[src/rtl/cfgcyc_gen.sv]
module cfgcyc_gen #(
  parameter int MAX_DEV = 8,
  parameter int SPARSE_SHIFT = 5
) (
  input  logic                      clk,
  input  logic                      rst_n,
  input  logic                      host_req,
  input  logic [7:0]                host_bus,
  input  logic [7:0]                host_devfn,
  input  logic [7:0]                host_off,
  input  logic [1:0]                host_size,
  input  logic                      host_wr,
  input  logic [31:0]               host_wdata,
  output logic                      host_ack,
  output logic                      host_nodev,
  output logic [31:0]               host_rdata,
  output logic                      err_flag,
  input  logic                      err_clear,
  output logic                      cyc_valid,
  output logic                      cyc_type1,
  output logic                      cyc_wr,
  output logic [31:0]               cyc_addr,
  output logic [31+SPARSE_SHIFT:0]  cyc_sparse,
  output logic [31:0]               cyc_wdata,
  input  logic                      cyc_done,
  input  logic                      cyc_abort,
  input  logic [31:0]               cyc_rdata,
  input  logic [31:0]               win_base,
  output logic [31:0]               win_eff
);
  localparam int SW = 32 + SPARSE_SHIFT;
  localparam int NSEL = 21;

  typedef enum logic [1:0] {S_IDLE, S_CYC, S_ACK} st_t;
  st_t st;

  logic [4:0]  dev;
  logic        is_t0, bad;
  logic [31:0] t0_sel, addr_nxt;
  logic [1:0]  lane, lane_q;
  logic [4:0]  code;

  assign dev   = host_devfn[7:3];
  assign is_t0 = (host_bus == 8'd0);
  assign bad   = is_t0 && (32'(dev) > 32'(MAX_DEV));
  assign lane  = host_size[1] ? 2'd0 : host_off[1:0];
  assign code  = (host_size == 2'd0) ? 5'h00 : (host_size == 2'd1) ? 5'h08 : 5'h18;

  always_comb begin
    t0_sel = '0;
    for (int i = 0; i < NSEL; i++)
      if (dev == 5'(i)) t0_sel[11+i] = 1'b1;
  end

  assign addr_nxt = is_t0 ? (t0_sel | {21'd0, host_devfn[2:0], host_off[7:2], 2'b00})
                          : {8'd0, host_bus, host_devfn, host_off[7:2], 2'b01};

  assign host_ack  = (st == S_ACK);
  assign cyc_valid = (st == S_CYC);
  assign win_eff   = (cyc_valid && cyc_type1) ? {2'b01, win_base[29:0]} : win_base;

  always_ff @(posedge clk or negedge rst_n) begin
    if (!rst_n) begin
      st         <= S_IDLE;
      cyc_type1  <= 1'b0;
      cyc_wr     <= 1'b0;
      cyc_addr   <= '0;
      cyc_sparse <= '0;
      cyc_wdata  <= '0;
      lane_q     <= '0;
      host_nodev <= 1'b0;
      host_rdata <= '0;
    end else begin
      case (st)
        S_IDLE: if (host_req) begin
          host_nodev <= bad;
          if (bad) st <= S_ACK;
          else begin
            st         <= S_CYC;
            cyc_type1  <= !is_t0;
            cyc_wr     <= host_wr;
            cyc_addr   <= addr_nxt;
            cyc_sparse <= {addr_nxt, {SPARSE_SHIFT{1'b0}}} | SW'(code);
            cyc_wdata  <= host_wdata << {lane, 3'b000};
            lane_q     <= lane;
          end
        end
        S_CYC: if (cyc_done) begin
          st <= S_ACK;
          if (!cyc_wr)
            host_rdata <= cyc_abort ? 32'hFFFF_FFFF : (cyc_rdata >> {lane_q, 3'b000});
        end
        default: st <= S_IDLE;
      endcase
    end
  end

  always_ff @(posedge clk or negedge rst_n) begin
    if (!rst_n) err_flag <= 1'b0;
    else if (cyc_valid && cyc_done && cyc_abort && cyc_wr) err_flag <= 1'b1;
    else if (err_clear) err_flag <= 1'b0;
  end
endmodule

[config.mk]
export PLATFORM = sky130hd
export DESIGN_NAME = cfgcyc_gen
export DESIGN_NICKNAME = d
export VERILOG_FILES = /design/src/rtl/cfgcyc_gen.sv
export SDC_FILE = /design/constraint.sdc
export NUM_CORES = 1
export LEC_CHECK = 0
export BUFFER_PORTS_ARGS = -buffer_cell sky130_fd_sc_hd__buf_2
export CAP_MARGIN = 20
export CORE_MARGIN = 5
export CORE_UTILIZATION = 40
export DETAILED_ROUTE_END_ITERATION = 8
export PLACE_DENSITY = 0.75
export SYNTH_ARGS = -nofsm -noshare
export SYNTH_HDL_FRONTEND = slang
export SYNTH_SLANG_ARGS = --single-unit
[constraint.sdc]
create_clock -name clk -period 1.7 [get_ports clk]
set_clock_uncertainty 0.15 [all_clocks]
set_input_delay 0.255 -clock clk [delete_from_list [all_inputs] [get_ports clk]]
set_output_delay 0.255 -clock clk [all_outputs]
set_load 0.02 [all_outputs]
# --- After elaboration in Yosys (flattened, before gate mapping) ---
# Cells that the tools add are included.
totals:
  regBits: 141
  inputBits: 129
  out_inout_bits: 171
op_classes:
  order_cmp: 1
  n_eq_ne: 25
  shifts: 2
  mux: 33
  n_bitwise: 4
  n_reduce_logical: 15
ops:
  columns: ["operator", "count"]
  rows:
  - ["2-to-1 mux 32 bit", 3]
  - ["== test 5 x 4 -> 1 bit (second input constant)", 8]
  - ["OR 37 x 5 -> 37 bit", 1]
  - ["OR 32 x 11 -> 32 bit", 1]
  - ["left shift 32 x 5 -> 32 bit", 1]
  - ["right shift 32 x 5 -> 32 bit", 1]
  - ["== test 5 bit (second input constant)", 5]
  - ["2-to-1 mux 1 bit", 23]
  - ["== test 5 x 3 -> 1 bit (second input constant)", 4]
  - ["== test 5 x 2 -> 1 bit (second input constant)", 2]
  - ["2-to-1 mux 5 bit", 2]
  - ["logical NOT 8 bit", 1]
  - ["2-to-1 mux 2 bit", 4]
  - ["AND reduction 3 bit", 2]
  - ["== test 5 x 1 -> 1 bit (second input constant)", 1]
  - ["> comparator 5 x 4 -> 1 bit (second input constant)", 1]
  - ["logical AND 1 bit", 5]
  - ["logical NOT 5 bit", 1]
  - ["== test 2 x 1 -> 1 bit (second input constant)", 2]
  - ["logical NOT 2 bit", 2]
  - ["case mux 2 bit (2 select lines)", 1]
  - ["AND reduction 2 bit", 2]
  - ["== test 2 bit (second input constant)", 1]
  - ["!= test 2 x 1 -> 1 bit (second input constant)", 1]
  - ["4 further kinds", 5]

# --- Depth between registers and ports, before layout ---
# Gate-level depths: netlist of the first run.
logic_depth:
  ltp_word: 5
  ltp_mapped: 6
  mapped_depth_nobuf: 4

# --- Worst setup path before layout of the first run ---
# Ideal clock, no wire load.
synth_path:
  kind: "in2reg"
  start: "input port host_bus[2]"
  end: "register cyc_addr[14]"
  setup_ns: 0.125
  arrival_time_ns: 1.593
  required_ns: 1.425
  slack_ns: -0.168
  stages: 5
  path_buffers: 1
  path_cell_list: "nor4_4 -> and2_0 -> clkbuf_1 -> mux2_2 -> mux2_2"
synth_between:
  elab_chain_len: 4
  elab_cells_between_ends: 5
  classes_between: "mux (1); bitwise (1); reduce/logical (3)"
synth_rtl:
  columns: ["element", "line_no", "text"]
  rows:
  - ["from (decl)", "8", "input logic [7:0] host_bus,"]
  - ["logical NOT 8 bit *", "44", "assign is_t0 = (host_bus == 8'd0);"]
  - ["logical AND 1 bit", "45", "assign bad = is_t0 && (32'(dev) > 32'(MAX_DEV));"]
  - ["inverter 1 bit (no line)", null, null]
  - ["AND reduction 3 bit (no line)", null, null]
  - ["to (signal assigned)", "82", "cyc_addr <= addr_nxt;"]
  - ["to (decl)", "22", "output logic [31:0] cyc_addr,"]
# Mark *: on every way between the ends. The rest lies on a longest branch, timed or not.
# A chain may end at the register's enable or synchronous reset.

# --- Worst setup path after layout of the first run ---
layout_path:
  start: "register st[0]"
  end: "register host_rdata[12]"
layout_between:
  elab_chain_len: 2
layout_rtl:
  columns: ["element", "line_no", "text"]
  rows:
  - ["from (decl)", "35", "st_t st;"]
  - ["from (signal assigned)", "64", "st <= S_IDLE;"]
  - ["from (signal assigned)", "77", "if (bad) st <= S_ACK;"]
  - ["from (signal assigned)", "79", "st <= S_CYC;"]
  - ["== test 2 x 1 -> 1 bit", "74", "case (st)"]
  - ["AND reduction 3 bit (no line)", null, null]
  - ["to (signal assigned)", "91", "host_rdata <= cyc_abort ? 32'hFFFF_FFFF : (cyc_rdata >> {lane_q, 3'b000});"]
  - ["to (decl)", "16", "output logic [31:0] host_rdata,"]
# Every way passes these cells.

==> results of run 1 <==
-- flip-flops by register name, summed over array words and instances, names as in the netlist --
register / flops
cyc_wr: 1
host_rdata: 32
cyc_addr: 30
lane_q: 2
cyc_wdata: 32
st: 2
err_flag: 1
host_nodev: 1
cyc_sparse: 3
-- stage by stage --
step | hold WS (ps) | utilization
floorplan | -190.6 | -
global placement | 222.1 | 0.4917
detailed placement | 223.5 | 0.4917
CTS | 14.26 | 0.5240
global route | 42.82 | 0.5414
finish | 23.57 | 0.5414
-- placed cells by master, fill, tap and decap left out, types with 4 or more instances in the layout --
cell type	n
inv_6	4
buf_4	30
nor2_1	41
inv_1	8
buf_6	7
o21bai_1	4
mux2i_1	52
nand2_1	12
mux2_2	28
a21oi_2	6
dlygate4sd3_1	13
conb_1	5
and2_1	8
nor2_4	6
a211oi_1	8
buf_12	8
o2bb2ai_1	10
mux2_1	13
clkbuf_16	12
mux2_4	15
dfrtp_1	103
a21oi_1	44
a211o_1	8
and3_1	9
nor2_2	23
nand2b_1	4
buf_2	229
nor2b_1	14
-- synth_stat cells (2+ instances only) --
| cell type | number |
|---|---|
| and3_1 | 9 |
| nand3_1 | 3 |
| a21oi_1 | 49 |
| buf_6 | 7 |
| mux2_1 | 18 |
| mux2_2 | 38 |
| clkbuf_1 | 20 |
| o21bai_1 | 4 |
| nor3b_1 | 2 |
| mux2i_1 | 52 |
| dfrtp_1 | 104 |
| inv_1 | 8 |
| o2bb2ai_1 | 10 |
| a211o_1 | 8 |
| a211oi_1 | 8 |
| or3_1 | 2 |
| buf_4 | 67 |
| and2_1 | 8 |
| a31oi_1 | 2 |
| o21ai_0 | 3 |
| nor2b_1 | 15 |
| nand4_1 | 2 |
| nand2_1 | 12 |
| nand2b_1 | 4 |
| nor2_1 | 70 |
| nor4_4 | 2 |
| buf_2 | 6 |
-- logic make-up after synthesis --
family,Yosys count,synth area share
DFF,104,0.4534
and+or+nand+nor,134,0.1153
muxes,108,0.2005
AOI/OAI and AO/OA,93,0.1046
buffers and inverters,109,0.1255
other,1,0.0006533
-- path summary, 6_finish.rpt --
kind / endpoint / slack [ps] / cells past startpoint
setup / recovery: host_rdata[12]$_DFFE_PN0P_ / -40 / 9
hold / removal: cyc_sparse[3]$_DFFE_PN0P_ / 20 / 3
setup reg to reg: host_rdata[12]$_DFFE_PN0P_ / -40 / 9
hold reg to reg: cyc_wdata[17]$_DFFE_PN0P_ / 340 / 1
max in group asynchronous: st[1]$_DFFE_PN0P_ / 600 / 3
min in group asynchronous: cyc_wdata[19]$_DFFE_PN0P_ / 370 / 3
-- power groups by stage --
stage / Sequential, mW / Clock [mW] / Combinational [mW]
after floorplan: 5.24 / 0 / 2.77
after global placement: 4.10 / 0 / 5.56
after detailed placement: 4.11 / 0 / 5.62
after CTS: 4.09 / 2.05 / 5.70
after global routing: 4.28 / 2.14 / 6.35
final: 4.14 / 2.00 / 5.94
-- timing repair --
| item | CTS | global route |
|---|---|---|
| gates cloned | 0 | 5 |
| hold buffers | 13 | 0 |
| hold endpoints to repair | 116 | 0 |
| setup endpoints to repair | 26 | 57 |
| gates resized for setup | 10 | 42 |
| buffers inserted | 2 | 2 |
| pin swaps | 2 | 2 |
-- cell type report --
| cell class | instances | area, µm² | share of cell area |
|---|---|---|---|
| inverter | 8 | 30.03 | 0.003965 |
| sequential | 104 | 2604 | 0.3438 |
| timing repair buffer | 290 | 1815 | 0.2397 |
| multi-input combinational | 340 | 2621 | 0.3461 |
| tap | 180 | 225.2 | 0.02974 |
| clock buffer | 10 | 229.0 | 0.03023 |
| clock inverter | 6 | 48.80 | 0.006443 |
-- worst max-delay path, delay by kind of cell (launching register included) --
kind                   cells  cell delay [ps]
buffers and inverters      5              680
AOI/OAI and AO/OA          1               50
and+or+nand+nor            3              340
DFF                        1              390
-- layer usage --
metal,GRT usage,share of wire,vias to the layer above
met5,0,0,-
met2,0.3136,0.51,223
met3,0.03234,0.070,42
met4,0.08313,0.029,0
li1,-,-,2235
met1,0.2301,0.39,2316
==> out/metrics.cfg, run 1 <==
[cells_and_area]
instances_no_fill = 938
n_fill_cell = 1285
final_area_um2 = 7574
nNetsFinal = 882
antenna_cells = 0
area_delta_synth_final_pct = 31.93
drive_above_1_share = 0.5000

[yosys]
synth.top_cells.by_area = dfrtp_1, mux2i_1, buf_4
yosysSeqAreaShare = 0.4534
synthFlopType = dfrtp_1
synth-seq-cells = 104
synth_area_per_cell_um2 = 10.46
syn-cell-area_um2 = 5741
synth_top_area_frac = 0.4534
synth_cells = 549
synth_edf_count = 0
ys_types = 43
ys_warn_count = 0
synthArstFlopShare = 1.000
synth_top_cell_by_area = dfrtp_1

[timing]
worst_slew_pin_slew_ps = 705.8
rsz0062_at_grt = true
clock.fmax_mhz = 573.3
period_share = 1.026
relSlewSlack = 0.5285
setup_violations = 8
fin_setup_tns_ps = -103.3
maxSlewViolCount = 0
layout_setup_ws_ps = -44.18
fin_crit_ps = 1744
hold_viol_final = 0

[placed_design]
dp.cells = 901
post-place-ws_ps = -297.1
place.gp.congestion = 0.9260
place_area_um2 = 6878
hpwl_um = 11780
port_buffers = 234

[worst_setup_path]
critical-path-max-stage-delay_ps = 390
crit_required_ps = 1770
crit_top_cell = buf_4
path_cells = buf_6, buf_4, buf_4, nand3b_1, nor2_4, buf_12, clkbuf_16, nor2_2, a21oi_1
path_class = flop to flop
cp-start-kind = flop
r2r_start = st[0]$_DFFE_PN0P_
cp_slowest_cell = dfrtp_1
cp_max_fo = 16
endpoint_kind = flop
cp-startpoint = st[0]$_DFFE_PN0P_
cp.arrival_ps = 1820

[worst_hold_path]
hold_path_class = primary input to flop
min-delay-start = host_size[0]

[drt]
firstDrtPassIters = 4
drt-total-wl_um = 16790
via_count = 4816
drc_errors = 0
drtAntennaViolNets = 0
detail_route.vias_per_cell = 5.134
post_drt_wl_per_cell_um = 17.90
drtIter0Drc = 169

[grt]
grt_overflow = 0
grt_pass1_wl_um = 24290
grt_start_max_net_pins = 105
grt.total_usage = 0.1846
grt_pass1_vias = 4656
antenna_found_initial = 0

[power_and_ir_drop]
combPwrFrac = 0.492
power_mw = 12.08
sw_frac_of_total = 0.4249
clkPwrFrac = 0.166
leakage_nw = 3.739
powerDensity_nw_per_um2 = 1595
share_seq_of_total_power = 0.343
cellInternalPower_mw = 6.948
peakVddDrop_uv = 1090
p_switching_mw = 5.133

[cts]
cts-buffers-inserted = 9
cts.sinks = 104
cts_tree = yes
cts_max_level = 3
cts.clk_slew.worst_paths_ps = 70
insertion_delay_ps = 350
clockBufferDepth = 2
cts_root_buf = clkbuf_16

[die]
start_util = 0.4104
ios = 300
die_h_um = 129.8
fp-row-count = 43
core_um2 = 13990
die_area_um2 = 16850
die-width_um = 129.8

[outcome]
status = finished with violations
violations = setup timing

[flow_run]
drv_cap = 0

Note: power is estimated with default switching activity, not from simulation.
==> run 2, diff against run 1 <==
--- a/config.mk
+++ b/config.mk
@@ -14,3 +14,4 @@
 export SYNTH_ARGS = -nofsm -noshare
 export SYNTH_HDL_FRONTEND = slang
 export SYNTH_SLANG_ARGS = --single-unit
+export TNS_END_PERCENT = 1
==> run 2 against run 1 <==
Against the previous run: sequential share of layout area rose by 0.80 points; clock power grew 7%; combinational power decreased by 5.4%; critical endpoint is now win_eff[30]; the flow now finishes without violations; global-route usage fell by 0.47 points; design area down 2.3%; sequential power hardly changed.
==> out/metrics.cfg, run 2 (synthesis gave the netlist of run 1 again) <==
[die]
fp-row-count = 43
die_area_um2 = 16850
ios = 300
die_h_um = 129.8
start_util = 0.4104
die-width_um = 129.8
core_um2 = 13990

[power_and_ir_drop]
powerDensity_nw_per_um2 = 1606
power_mw = 11.89
leakage_nw = 3.716
peakVddDrop_uv = 822.3

[worst_setup_path]
cp.arrival_ps = 1290
path_class = flop to output pin
crit_required_ps = 1290
endpoint_kind = output pin
cp_max_fo = 4
cp-start-kind = flop

[grt]
grt_pass1_vias = 4655
grt_overflow = 0
grt.total_usage = 0.1799
grt_start_max_net_pins = 65
antenna_found_initial = 0
grt_pass1_wl_um = 24000

[cts]
cts_setup_buffers = 0
cts_root_buf = clkbuf_16
cts.sinks = 104
cts_tree = yes
cts_max_level = 3
insertion_delay_ps = 340
cts-buffers-inserted = 9
clockBufferDepth = 2
cts.clk_slew.worst_paths_ps = 70

[drt]
drt-total-wl_um = 15640
detail_route.vias_per_cell = 5.004
post_drt_wl_per_cell_um = 16.75
drtIter0Drc = 137
drtAntennaViolNets = 0
firstDrtPassIters = 4
drc_errors = 0
via_count = 4674

[timing]
maxSlewViolCount = 0
hold_viol_final = 0
rsz0062_at_grt = true
period_share = 0.9946
layout_setup_ws_ps = 9.170
fin_setup_tns_ps = 0
worst_slew_pin_slew_ps = 620.8
setup_violations = 0
relSlewSlack = 0.5846
fin_crit_ps = 1691
clock.fmax_mhz = 591.4

[cells_and_area]
register_area_um2 = 2604
drive_above_1_share = 0.4615
instances_no_fill = 934
final_common_cell = buf_2
multi_input_area_um2 = 2520
final_area_um2 = 7402
nNetsFinal = 878
final_cell_mix = buf_2, dfrtp_1, nor2_1
n_fill_cell = 1275
antenna_cells = 0
area_delta_synth_final_pct = 28.95
top_regs = cyc_wdata: 32 flops, host_rdata: 32 flops, cyc_addr: 30 flops

[placed_design]
place.gp.congestion = 0.9388
place_area_um2 = 6920
hpwl_um = 12120
port_buffers = 234
post-place-ws_ps = -246.9
dp.cells = 905

[flow_run]
drv_cap = 0

[worst_hold_path]
hold_path_class = primary input to flop

[outcome]
status = completed

## run 2: cell types whose count changed in the layout (fill, tap and decap cells not counted), moves of 2 or more
cell / previous run / this run
inv_6: 4 / 2
clkbuf_8: 0 / 2
nor2_1: 41 / 65
a21oi_1: 44 / 49
buf_4: 30 / 32
nor2_4: 6 / 1
a21oi_2: 6 / 1
nor2_2: 23 / 4
buf_6: 7 / 2
buf_2: 229 / 231
clkbuf_16: 12 / 9
## run 2: area by class of cell
cell class | instances | share of cell area
clock inverter | 5 | 0.008283
sequential | 104 | 0.3518
inverter | 8 | 0.004057
timing repair buffer | 286 | 0.2309
clock buffer | 11 | 0.03414
tap | 180 | 0.03043
multi-input combinational | 340 | 0.3404
## run 2: power breakdown
group / leakage (nW) / switching (mW) / total (mW) / internal (mW)
registers: 1.20 / 0.655 / 4.11 / 3.46
logic: 2.36 / 3.34 / 5.62 / 2.28
clock network: 0.157 / 0.915 / 2.15 / 1.23
total: 3.72 / 4.91 / 11.9 / 6.97
## run 2: critical path, stage by stage, from the launching register on
cell     delay, ps
dfrtp_1        390
buf_6          130
nor2b_4        140
a21o_1         160
buf_6          130
## run 2: metal layers
metal / part of all wire / global-route usage
met1: 0.42 / 0.2326
met2: 0.48 / 0.2897
met3: 0.063 / 0.03397
met4: 0.037 / 0.08985
met5: 0 / 0
## run 2: final timing paths
path | startpoint | end | slack, ps | cells past startpoint
hold reg to reg | cyc_wdata[4]$_DFFE_PN0P_ | cyc_wdata[4]$_DFFE_PN0P_ | 340 | 1
min in group asynchronous | rst_n | cyc_sparse[3]$_DFFE_PN0P_ | 120 | 2
setup / recovery | st[0]$_DFFE_PN0P_ | win_eff[30] | 9 | 4
setup reg to reg | st[0]$_DFFE_PN0P_ | cyc_addr[21]$_DFFE_PN0P_ | 50 | 5
hold / removal | host_size[0] | cyc_sparse[3]$_DFFE_PN0P_ | 30 | 3
max in group asynchronous | rst_n | lane_q[1]$_DFFE_PN0P_ | 760 | 3
## run 2: stage by stage
step / hold slack, ps / utilization
after floorplan: -190.6 / -
after global placement: -77.97 / 0.4947
after detailed placement: -76.34 / 0.4947
after CTS: 13.59 / 0.5274
after global routing: 26.54 / 0.5292
final: 32.36 / 0.5292
## run 2: what timing repair did
action / in CTS / in global routing
hold endpoints to repair: 116 / 0
gates cloned: 0 / 0
hold buffers: 13 / 0
endpoints found under the setup margin: 28 / 69
gates resized for setup: 5 / 9
pin swaps: 1 / 2
==> run 3, diff against run 2 <==
--- a/config.mk
+++ b/config.mk
@@ -7,7 +7,7 @@
 export LEC_CHECK = 0
 export BUFFER_PORTS_ARGS = -buffer_cell sky130_fd_sc_hd__buf_2
 export CAP_MARGIN = 20
-export CORE_MARGIN = 5
+export CORE_MARGIN = 1.5
 export CORE_UTILIZATION = 40
 export DETAILED_ROUTE_END_ITERATION = 8
 export PLACE_DENSITY = 0.75
==> run 3 against run 2 <==
Against the previous run: the run now ends with setup timing left; die area shrank 10%; first-iteration DRC count grew 39%; core utilization grew 0.052 points; clock power shrank 2%; sequential cell count is the same; maximum frequency shrank 0.78%; via count grew 1.6%; sequential share of layout area grew 0.10 points; sequential power shrank 1%; register-to-register slack is essentially flat; worst setup slack lost 13 ps; critical path depth is the same; largest power group unchanged; highest routed layer unchanged.
==> out/metrics.cfg, run 3 (synthesis gave the netlist of run 1 again) <==
[cells_and_area]
drive_above_1_share = 0.4555
n_fill_cell = 1264
register_area_um2 = 2604
final_common_cell = buf_2
multi_input_area_um2 = 2512
final_cell_mix = buf_2, dfrtp_1, nor2_1
area_delta_synth_final_pct = 28.57
top_regs = cyc_wdata: 32 flops, host_rdata: 32 flops, cyc_addr: 30 flops
antenna_cells = 0
nNetsFinal = 877
final_core_util = 0.5297
final_area_um2 = 7381

[die]
core_um2 = 13930
fp-row-count = 43
die_area_um2 = 15080
die-width_um = 122.8
start_util = 0.4120
ios = 300
die_h_um = 122.8

[cts]
insertion_delay_ps = 350
cts_max_level = 3
clockBufferDepth = 2
cts.clk_slew.worst_paths_ps = 70
cts_setup_buffers = 0
cts.sinks = 104
cts-buffers-inserted = 9
cts_tree = yes
cts_root_buf = clkbuf_16

[grt]
grt_use_met2 = 0.3424
grt.total_usage = 0.1989
busiest_layer = met2
met3_usage = 0.03996
antenna_found_initial = 0
grt_start_max_net_pins = 65
grt_pass1_wl_um = 22920
grt_use_met1 = 0.2300
grt_overflow = 0
grt_pass1_vias = 4578

[worst_hold_path]
hold_path_class = primary input to flop

[worst_setup_path]
path_class = flop to output pin
cp.arrival_ps = 1300
crit_required_ps = 1290
cp_max_fo = 4
cp-start-kind = flop
endpoint_kind = output pin

[power_and_ir_drop]
peakVddDrop_uv = 792.0
leakage_nw = 3.696
powerDensity_nw_per_um2 = 1600

[drt]
drt-total-wl_um = 15330
drtAntennaViolNets = 0
detail_route.vias_per_cell = 5.090
drtIter0Drc = 190
post_drt_wl_per_cell_um = 16.43
drc_errors = 0
firstDrtPassIters = 4
via_count = 4749

[placed_design]
post-place-ws_ps = -249.9
place_area_um2 = 6893
port_buffers = 234
place.gp.congestion = 0.9195
hpwl_um = 11310

[timing]
setup_violations = 1
worst_slew_pin_slew_ps = 625.6
relSlewSlack = 0.5829
rsz0062_at_grt = true
hold_viol_final = 0
layout_setup_ws_ps = -4.169
maxSlewViolCount = 0
period_share = 1.002
fin_crit_ps = 1704
clock.fmax_mhz = 586.8

[outcome]
status = finished with violations
violations = setup timing

[flow_run]
drv_cap = 0

-- run 3: changes by cell type in the layout (fill, tap and decap cells not counted) --
cell / before / now
nor2_1: 65 / 68
nor2_2: 4 / 1
clkbuf_8: 2 / 0
clkinvlp_4: 0 / 2
buf_12: 8 / 7
buf_2: 231 / 230
buf_4: 32 / 31
buf_6: 2 / 3
clkbuf_1: 0 / 1
clkbuf_16: 9 / 10
inv_6: 2 / 1
-- run 3: worst paths after layout --
kind	from	to	slack, ps	depth (start not counted)
max	st[0]$_DFFE_PN0P_	win_eff[30]	-4	4
min	host_size[0]	cyc_sparse[3]$_DFFE_PN0P_	30	3
max in group asynchronous	rst_n	host_rdata[23]$_DFFE_PN0P_	670	3
min in group asynchronous	rst_n	cyc_sparse[3]$_DFFE_PN0P_	200	2
max reg2reg	st[0]$_DFFE_PN0P_	cyc_wdata[16]$_DFFE_PN0P_	50	5
min reg2reg	cyc_wdata[26]$_DFFE_PN0P_	cyc_wdata[26]$_DFFE_PN0P_	340	1
-- run 3: layer usage --
metal / vias up / share of wire
met4: 0 / 0.036
met1: 2284 / 0.39
met3: 44 / 0.067
met2: 203 / 0.50
met5: - / 0
li1: 2218 / -
-- run 3: cell type report --
| cell class | count | area share |
|---|---|---|
| flip-flops and latches | 104 | 0.3528 |
| multi-input cells | 340 | 0.3404 |
| repair buffers | 285 | 0.2321 |
| clock buffers | 10 | 0.03102 |
| well taps | 180 | 0.03051 |
| clock inverters | 6 | 0.009154 |
| inverters | 8 | 0.004068 |
-- run 3: critical path, stage by stage, from the launching register on --
cell	delay [ps]
dfrtp_1	390
buf_6	130
nor2b_4	140
a21o_1	160
buf_6	130
-- run 3: timing repair --
| item | 4_1_cts | 5_1_grt |
|---|---|---|
| gates cloned | 0 | 1 |
| setup endpoints to repair | 13 | 35 |
| gates resized for setup | 9 | 3 |
| pin swaps | 1 | 1 |
| hold buffers | 13 | 0 |
| hold endpoints to repair | 82 | 0 |
-- run 3: per-stage QoR --
| stage | setup TNS (ps) | total power [mW] | hold WS [ps] | std cells |
|---|---|---|---|---|
| after floorplan | -6089 | 8.004 | -190.6 | 553 |
| after global placement | -11260 | 9.581 | 34.31 | 903 |
| after detailed placement | -13080 | 9.699 | 33.28 | 903 |
| after CTS | -43.15 | 11.92 | 21.48 | 932 |
| after global routing | -144.1 | 12.53 | 60.53 | 933 |
| final | -4.169 | 11.81 | 28.93 | 933 |
-- run 3: where the power goes --
part           internal, mW  switching, mW
sequential             3.46          0.614
clock                  1.15          0.954
combinational          2.28           3.36
total                  6.89           4.93
